<file path="config.mk">
export PLATFORM = sky130hd
export DESIGN_NAME = pfd_antibacklash
export DESIGN_NICKNAME = d
export VERILOG_FILES = /design/src/rtl/pfd_pkg.sv /design/src/rtl/pfd_edge_detect.sv /design/src/rtl/pfd_set_flop.sv /design/src/rtl/pfd_clear_delay.sv /design/src/rtl/pfd_antibacklash.sv
export SDC_FILE = /design/constraint.sdc
export NUM_CORES = 1
export LEC_CHECK = 0
export BUFFER_PORTS_ARGS = -buffer_cell sky130_fd_sc_hd__buf_2
export CAP_MARGIN = 10
export CORE_AREA = 2 2 39 41
export DETAILED_ROUTE_END_ITERATION = 16
export DIE_AREA = 0 0 41 43
export GPL_ROUTABILITY_DRIVEN = 0
export GPL_TIMING_DRIVEN = 1
export PLACE_DENSITY_LB_ADDON = 0.12
export SLEW_MARGIN = 10
export SYNTH_ARGS = -nofsm -noshare
export SYNTH_HDL_FRONTEND = slang
export SYNTH_SLANG_ARGS = --single-unit
</file>
<file path="constraint.sdc">
create_clock -name clk -period 1.2 [get_ports clk]
set_clock_uncertainty 0.1 [all_clocks]
set_input_delay 0.24 -clock clk [delete_from_list [all_inputs] [get_ports clk]]
set_output_delay 0.24 -clock clk [all_outputs]
set_load 0.005 [all_outputs]
</file>
<file path="src/rtl/pfd_pkg.sv">
package pfd_pkg;
  localparam int unsigned NUM_CH = 2;

  function automatic int unsigned cnt_width(input int unsigned n);
    return (n > 1) ? $clog2(n) : 1;
  endfunction
endpackage

</file>
<file path="src/rtl/pfd_edge_detect.sv">
module pfd_edge_detect (
  input  logic clk,
  input  logic rst_n,
  input  logic div_i,
  output logic edge_o
);
  logic samp_q, prev_q;

  always_ff @(posedge clk) begin
    if (!rst_n) begin
      samp_q <= 1'b0;
      prev_q <= 1'b0;
    end else begin
      samp_q <= div_i;
      prev_q <= samp_q;
    end
  end

  assign edge_o = samp_q & ~prev_q;

  AST_EDGE_SINGLE: assert property (@(posedge clk) disable iff (!rst_n) edge_o |=> !edge_o);
endmodule

</file>
<file path="src/rtl/pfd_set_flop.sv">
module pfd_set_flop (
  input  logic clk,
  input  logic rst_n,
  input  logic edge_i,
  input  logic busy_i,
  input  logic clr_i,
  output logic q_o
);
  logic pend_q;

  always_ff @(posedge clk) begin
    if (!rst_n) begin
      q_o    <= 1'b0;
      pend_q <= 1'b0;
    end else if (busy_i) begin
      if (clr_i) q_o <= 1'b0;
      pend_q <= pend_q | edge_i;
    end else if (edge_i || pend_q) begin
      q_o    <= 1'b1;
      pend_q <= 1'b0;
    end
  end

  AST_SET_ON_EDGE: assert property (@(posedge clk) disable iff (!rst_n) (edge_i && !busy_i) |=> q_o);
  AST_PEND_APPLY:  assert property (@(posedge clk) disable iff (!rst_n) (pend_q && !busy_i) |=> q_o);
endmodule

</file>
<file path="src/rtl/pfd_clear_delay.sv">
module pfd_clear_delay #(
  parameter int unsigned DELAY = 3
) (
  input  logic clk,
  input  logic rst_n,
  input  logic busy_i,
  output logic clr_o,
  output logic cycle_o
);
  localparam int unsigned CW = pfd_pkg::cnt_width(DELAY);
  localparam logic [CW-1:0] LAST = CW'(DELAY - 1);

  logic [CW-1:0] cnt_q;

  assign clr_o = busy_i && (cnt_q == LAST);

  always_ff @(posedge clk) begin
    if (!rst_n) begin
      cnt_q   <= '0;
      cycle_o <= 1'b0;
    end else begin
      cycle_o <= clr_o;
      if (busy_i && !clr_o) cnt_q <= cnt_q + 1'b1;
      else                  cnt_q <= '0;
    end
  end

  AST_CLEAR_ENDS_BUSY: assert property (@(posedge clk) disable iff (!rst_n) clr_o |=> !busy_i);
  AST_STROBE_PULSE:    assert property (@(posedge clk) disable iff (!rst_n) cycle_o |=> !cycle_o);
  AST_STROBE_IDLE:     assert property (@(posedge clk) disable iff (!rst_n) cycle_o |-> !busy_i);
endmodule

</file>
<file path="src/rtl/pfd_antibacklash.sv">
module pfd_antibacklash #(
  parameter int unsigned ANTIBACKLASH_CYCLES = 3
) (
  input  logic clk,
  input  logic rst_n,
  input  logic ref_div_i,
  input  logic fb_div_i,
  output logic up_o,
  output logic down_o,
  output logic pfd_cycle_o
);
  import pfd_pkg::*;

  logic [NUM_CH-1:0] div_vec, edge_vec, flag_vec;
  logic both_set, clear_now;

  assign div_vec  = {fb_div_i, ref_div_i};
  assign both_set = &flag_vec;

  generate
    for (genvar g = 0; g < NUM_CH; g++) begin : g_chan
      pfd_edge_detect i_edge (
        .clk   (clk),
        .rst_n (rst_n),
        .div_i (div_vec[g]),
        .edge_o(edge_vec[g])
      );
      pfd_set_flop i_flag (
        .clk   (clk),
        .rst_n (rst_n),
        .edge_i(edge_vec[g]),
        .busy_i(both_set),
        .clr_i (clear_now),
        .q_o   (flag_vec[g])
      );
    end
  endgenerate

  pfd_clear_delay #(.DELAY(ANTIBACKLASH_CYCLES)) i_delay (
    .clk    (clk),
    .rst_n  (rst_n),
    .busy_i (both_set),
    .clr_o  (clear_now),
    .cycle_o(pfd_cycle_o)
  );

  assign up_o   = flag_vec[0];
  assign down_o = flag_vec[1];

  AST_JOINT_CLEAR: assert property (@(posedge clk) disable iff (!rst_n) clear_now |=> (!up_o && !down_o));
  AST_UP_HOLDS:    assert property (@(posedge clk) disable iff (!rst_n) (up_o && !down_o) |=> up_o);
  AST_DOWN_HOLDS:  assert property (@(posedge clk) disable iff (!rst_n) (down_o && !up_o) |=> down_o);
endmodule

</file>
==> summary.txt, run 1 <==
Port bufs = 6
Final min period = 1.119 ns
Initial DRC count = 1
CTS sink cnt = 11
Post-CTS Repair Setup Buffers = 0
FP Rows = 14
#FFs+latches synth = 11
Critical R2R Launch = i_delay.cnt_q[0]
Max VDD drop = 0.6513 mV
Largest area contributor in the netlist = dfxtp_1
Via count = 227
Setup_tns = 0 ns
Worst path max stage delay = 0.38 ns
Vias in the first global route = 228
Mapped Nets = 34
CTS max path bufs = 2
Most frequent cell after synthesis = dfxtp_1
Drt first pass iters = 2
Clock buffer count from CTS = 3
Final Setup Violations = 0
Leakage = 0.2110 nW
Worst slew pin tran = 0.1753 ns
Slew Limit Fails = 0
Hold WS = 0.08826 ns
CP Buf/Inv Count = 1
Largest delay share family, worst path = flip-flops
Final hold violation count = 0
Netlist cell types = 11
Post-synth top cells = 11 x dfxtp_1, 4 x and2_2
Clk root buf = clkbuf_4
Rel. slew slack = 0.8829
Crit-path max FO = 4
Finished Layout Cells = 55
Worst min-delay path endpoint = g_chan[0].i_edge.samp_q
Full die area = 1763 um2
Nets = 45
Top post-synthesis cells by area = dfxtp_1 62%, and2_2 8.5%, o311a_2 6.4%, o21ba_1 5.7%, ha_1 3.5%
Crit Reg-Reg Endpoint = g_chan[1].i_flag.q_o
Clock latency on the worst-skew pair = 0.26 ns
Core Util, Final = 0.3110
Global route overflow = 0
Antenna cell count = 0
Critical Path RT = 0.86 ns
Hold_sp = ref_div_i
Starting density of the core = 0.2559
Seq. cell area = 220.2 um2
Core area = 1384 um2
Worst r2r path cells = 4
First-pass GRT wire length = 903 um
Post-synth ARST share = 0
Syn-to-layout area delta = 21.55%
Worst-path clk slew = 0.07 ns
Tightest Hold Check Type = primary input to flip-flop
WS Path Type = flip-flop to primary output
Outcome = finished, final reports clean
I/O Pins = 7
CTS tree = yes
Die W = 41 um
Post-DRT Antenna Nets = 0
RSZ-0062 raised after global routing = no
CP arrival = 0.78 ns
DR vias/cell = 4.127
Synth Cell Area = 354.1 um2
Fmax = 893.6 MHz
Share of layout cells above drive strength 1 = 0.4103
Largest net degree at the start of global routing = 8
Setup crit start = g_chan[1].i_flag.q_o
R2r setup slk = 0.15 ns
Post-synth EDFFs = 0
Post-DP HPWL = 358.2 um
Power Density = 1531 nW/um2
Cell count after synthesis = 29
Initial antenna violation count = 0
DP Cell Count = 51
Number of hold buffers added after CTS = 0
Routed WL = 508 um
Die span in y = 43 um
Crit-path cells = buf_2
Area of the multi-input gates = 126.4 um2
Crit. End Element = primary output
Ys Warns = 0
DR WL/cell = 9.236 um
Final Cycle Share = 0.9325
Residual DRC = 0
Synth Area per Inst = 12.21 um2
Maxcap violations = 0
Share of the synthesized area in the top cell type = 0.6219
Primary FF master, synth = dfxtp_1
Seq/Total Area, Yosys = 0.6219
H-tree levels = 1
Critical path startpoint category = flip-flop
Fillers = 140
Slowest CP cell = dfxtp_1
Hold Path Depth = 2
PostCTS Resize Cnt = 0
Total GRT Usage = 0.08266
-- metrics by stage --
step / cell area [um2] / total power [mW] / setup slack, ns
6_report: 430.4 / 0.6588 / 0.08096
2_1_floorplan: 354.1 / 0.4070 / 0.2256
4_1_cts: 430.4 / 0.6707 / 0.06339
3_5_place_dp: 404.1 / 0.4216 / 0.1674
3_3_place_gp: 404.1 / 0.4210 / 0.1879
5_1_grt: 430.4 / 0.6938 / 0.01132
-- registers in the layout, summed over array words and instances, names as in the netlist --
name and count:
g_chan.i_edge.prev_q 2, g_chan.i_edge.samp_q 2, g_chan.i_flag.pend_q 2, g_chan.i_flag.q_o 2
i_delay.cnt_q 2, i_delay.cycle_o 1
-- cells in the final DEF, fill, tap and decap left out, drive strengths merged --
| cell type | count |
|---|---|
| nor2 | 1 |
| o21ba | 2 |
| buf | 6 |
| dfxtp | 11 |
| inv | 2 |
| o311a | 2 |
| clkbuf | 4 |
| and2 | 4 |
| nand3 | 2 |
| nor3 | 2 |
| nor2b | 2 |
| ha | 1 |
-- final cells by class --
type                            count  area share
Inverter                            2     0.01744
Timing Repair Buffer                6     0.06977
Multi-Input combinational cell     16      0.2936
Clock buffer                        4     0.06105
Tap cell                           16     0.04651
Sequential cell                    11      0.5116
-- routing by layer --
metal | vias up | wire length [um] | GRT usage
li1 | 117 | - | -
met1 | 103 | 260 | 0.1010
met2 | 5 | 200 | 0.09375
met3 | 2 | 41 | 0.03141
met4 | 0 | 5 | 0.1000
met5 | - | 0 | 0
-- logic make-up (layout without fill, tap and decap cells) --
family,count (synthesis),after routing,synth area share
compound gates,4,4,0.1201
fa+ha+maj,1,1,0.03533
buf+inv,2,12,0.02121
flops,11,11,0.6219
simple gates,11,11,0.2014
-- worst max-delay path by stage --
stage,endpoint,slack [ns],cells past startpoint
after floorplan,g_chan[0].i_flag.q_o,0.23,4
after global placement,g_chan[0].i_flag.q_o,0.19,4
after detailed placement,g_chan[0].i_flag.q_o,0.17,4
after CTS,up_o,0.06,1
after global routing,down_o,0.01,1
final,down_o,0.08,1
-- power by group --
group | switching, mW | internal, mW | leakage [nW]
clock network | 0.118 | 0.128 | 0.0150
logic | 0.0107 | 0.0177 | 0.106
registers | 0.00736 | 0.377 | 0.0899
total | 0.136 | 0.523 | 0.211
Note: power is estimated with default switching activity, not from simulation.
==> run 2, diff against run 1 <==
--- a/constraint.sdc
+++ b/constraint.sdc
@@ -4,2 +4,2 @@
 set_output_delay 0.24 -clock clk [all_outputs]
-set_load 0.005 [all_outputs]
+set_load 0.1 [all_outputs]
==> run 2 against run 1 <==
Against the previous run:
- wire length decreased by 0.59%
- critical path type unchanged
- clock power about the same
- sequential power about the same
- global-route usage increased by 0.22 points
- utilization increased by 3.9 points
- worst hold slack improved by 0.0060 ns
- worst setup slack got worse by 0.036 ns
- via count increased by 4.8%
- critical path depth unchanged
- sequential share of layout area decreased by 3.9 points
==> summary.txt, run 2 (synthesis gave the netlist of run 1 again) <==
Outcome = finished, final reports clean
Antenna cell count = 0 (unchanged)
Design area = 484.2 um2 (+12%)
Clock buffer count from CTS = 3 (unchanged)
Post-DP HPWL = 362.4 um (+1.2%)
Worst slew pin tran = 0.1717 ns (-0.003612 ns)
Port bufs = 6 (unchanged)
Max VDD drop = 0.6782 mV (+4.1%)
Via count = 238 (+4.8%)
Critical R2R Launch = i_delay.cnt_q[0]
WL met2 = 265 um (+33%)
Most common cell after layout, fill and taps aside = dfxtp_1
I/O Pins = 7 (unchanged)
RSZ-0062 raised after global routing = no
Critical path startpoint category = flip-flop
Critical Path RT = 0.86 ns (about the same)
H-tree levels = 1 (unchanged)
Residual DRC = 0 (unchanged)
Full die area = 1763 um2 (unchanged)
First-pass GRT wire length = 917 um (+1.6%)
Worst path max stage delay = 0.38 ns (about the same)
Fmax = 866.1 MHz (-3.1%)
Slew Limit Fails = 0 (unchanged)
PostCTS Resize Cnt = 0 (unchanged)
CTS max path bufs = 2 (unchanged)
CP Buf/Inv Count = 1 (unchanged)
Rel. slew slack = 0.8846 (+0.001767)
Initial DRC count = 1 (unchanged)
Crit-path max FO = 4 (unchanged)
Final Cycle Share = 0.9622 (+0.02966)
Drt first pass iters = 2 (unchanged)
Initial antenna violation count = 0 (unchanged)
DR vias/cell = 4.327 (+4.8%)
Hold_sp = ref_div_i
Final Setup Violations = 0 (unchanged)
Wire length on met1 = 206 um (-21%)
Tightest Hold Check Type = primary input to flip-flop
Crit-path cells = buf_12
Crit. End Element = primary output
Share of layout cells above drive strength 1 = 0.4872 (+0.07692)
Syn-to-layout area delta = 36.75%
Nets = 45 (unchanged)
Global route overflow = 0 (unchanged)
Largest delay share family, worst path = flip-flops
Core Util, Final = 0.3499 (+0.03888)
Worst-path clk slew = 0.07 ns (about the same)
Highest metal used = met3
WS Path Type = flip-flop to primary output
CP arrival = 0.81 ns (+0.03 ns)
DR WL/cell = 9.182 um (-0.59%)
Slowest CP cell = dfxtp_4
Clock latency on the worst-skew pair = 0.26 ns (about the same)
Clk root buf = clkbuf_4
Die W = 41 um (unchanged)
Total GRT Usage = 0.08485 (+0.002187)
Final min period = 1.155 ns (+0.03559 ns)
Commonest non-fill, non-tap cells in the layout = 8 x dfxtp_1, 4 x and2_2, 3 x clkbuf_4, 3 x buf_2, 3 x buf_12
DP Cell Count = 51 (unchanged)
Setup_tns = 0 ns (unchanged)
Starting density of the core = 0.2559 (unchanged)
Met3 wire length = 32 um (-22%)
Leakage = 0.2225 nW (+5.4%)
Power Density = 1463 nW/um2 (-4.4%)
Post-DRT Antenna Nets = 0 (unchanged)
Finished Layout Cells = 55 (unchanged)
Setup crit start = g_chan[1].i_flag.q_o
Setup WS pre-CTS = 0.1481 ns (-0.01929 ns)
Vias in the first global route = 214 (-6.1%)
Setup ws final = 0.04537 ns (-0.03559 ns)
Maxcap violations = 0 (unchanged)
Core area = 1384 um2 (unchanged)
Routed WL = 505 um (-0.59%)
Post-CTS Repair Setup Buffers = 0 (unchanged)
Placed cell areas = 457.9 um2 (+13%)
R2r setup slk = 0.13 ns (-0.02 ns)
Final hold violation count = 0 (unchanged)
FP Rows = 14 (unchanged)
Number of hold buffers added after CTS = 0 (unchanged)
Die span in y = 43 um (unchanged)
Largest net degree at the start of global routing = 8 (unchanged)
Fillers = 141 (+0.71%)
CTS tree = yes
CTS sink cnt = 11 (unchanged)
==> run 2: path summary, 6_finish.rpt <==
kind | depth (start not counted) | endpoint
hold / removal | 2 | g_chan[0].i_edge.samp_q
setup / recovery | 1 | down_o
setup reg to reg | 4 | g_chan[0].i_flag.q_o
hold reg to reg | 1 | i_delay.cnt_q[0]
==> run 2: cell type report <==
| cell class | count | area [um2] | share of cell area |
|---|---|---|---|
| inverter | 2 | 7.507 | 0.01550 |
| clock buffer | 4 | 26.28 | 0.05426 |
| sequential | 11 | 229.0 | 0.4729 |
| tap | 16 | 20.02 | 0.04134 |
| timing repair buffer | 6 | 75.07 | 0.1550 |
| multi-input combinational | 16 | 126.4 | 0.2610 |
==> run 2: stage by stage <==
| stage | power (mW) | hold slack [ns] |
|---|---|---|
| floorplan | 0.4405 | 0.2708 |
| global placement | 0.4719 | 0.3062 |
| detailed placement | 0.4729 | 0.3210 |
| CTS | 0.7224 | 0.08368 |
| global route | 0.7444 | 0.07534 |
| finish | 0.7084 | 0.09422 |
==> run 2: metal layers <==
metal,GRT usage,vias to the layer above
li1,-,120
met3,0.07853,0
met2,0.1031,8
met4,0.04000,0
met5,0,-
met1,0.09836,110
==> run 2: where the power goes <==
group | total, mW | internal (mW) | switching, mW
clock network | 0.245 | 0.128 | 0.116
logic | 0.0773 | 0.0326 | 0.0448
registers | 0.386 | 0.376 | 0.0103
total | 0.708 | 0.537 | 0.171
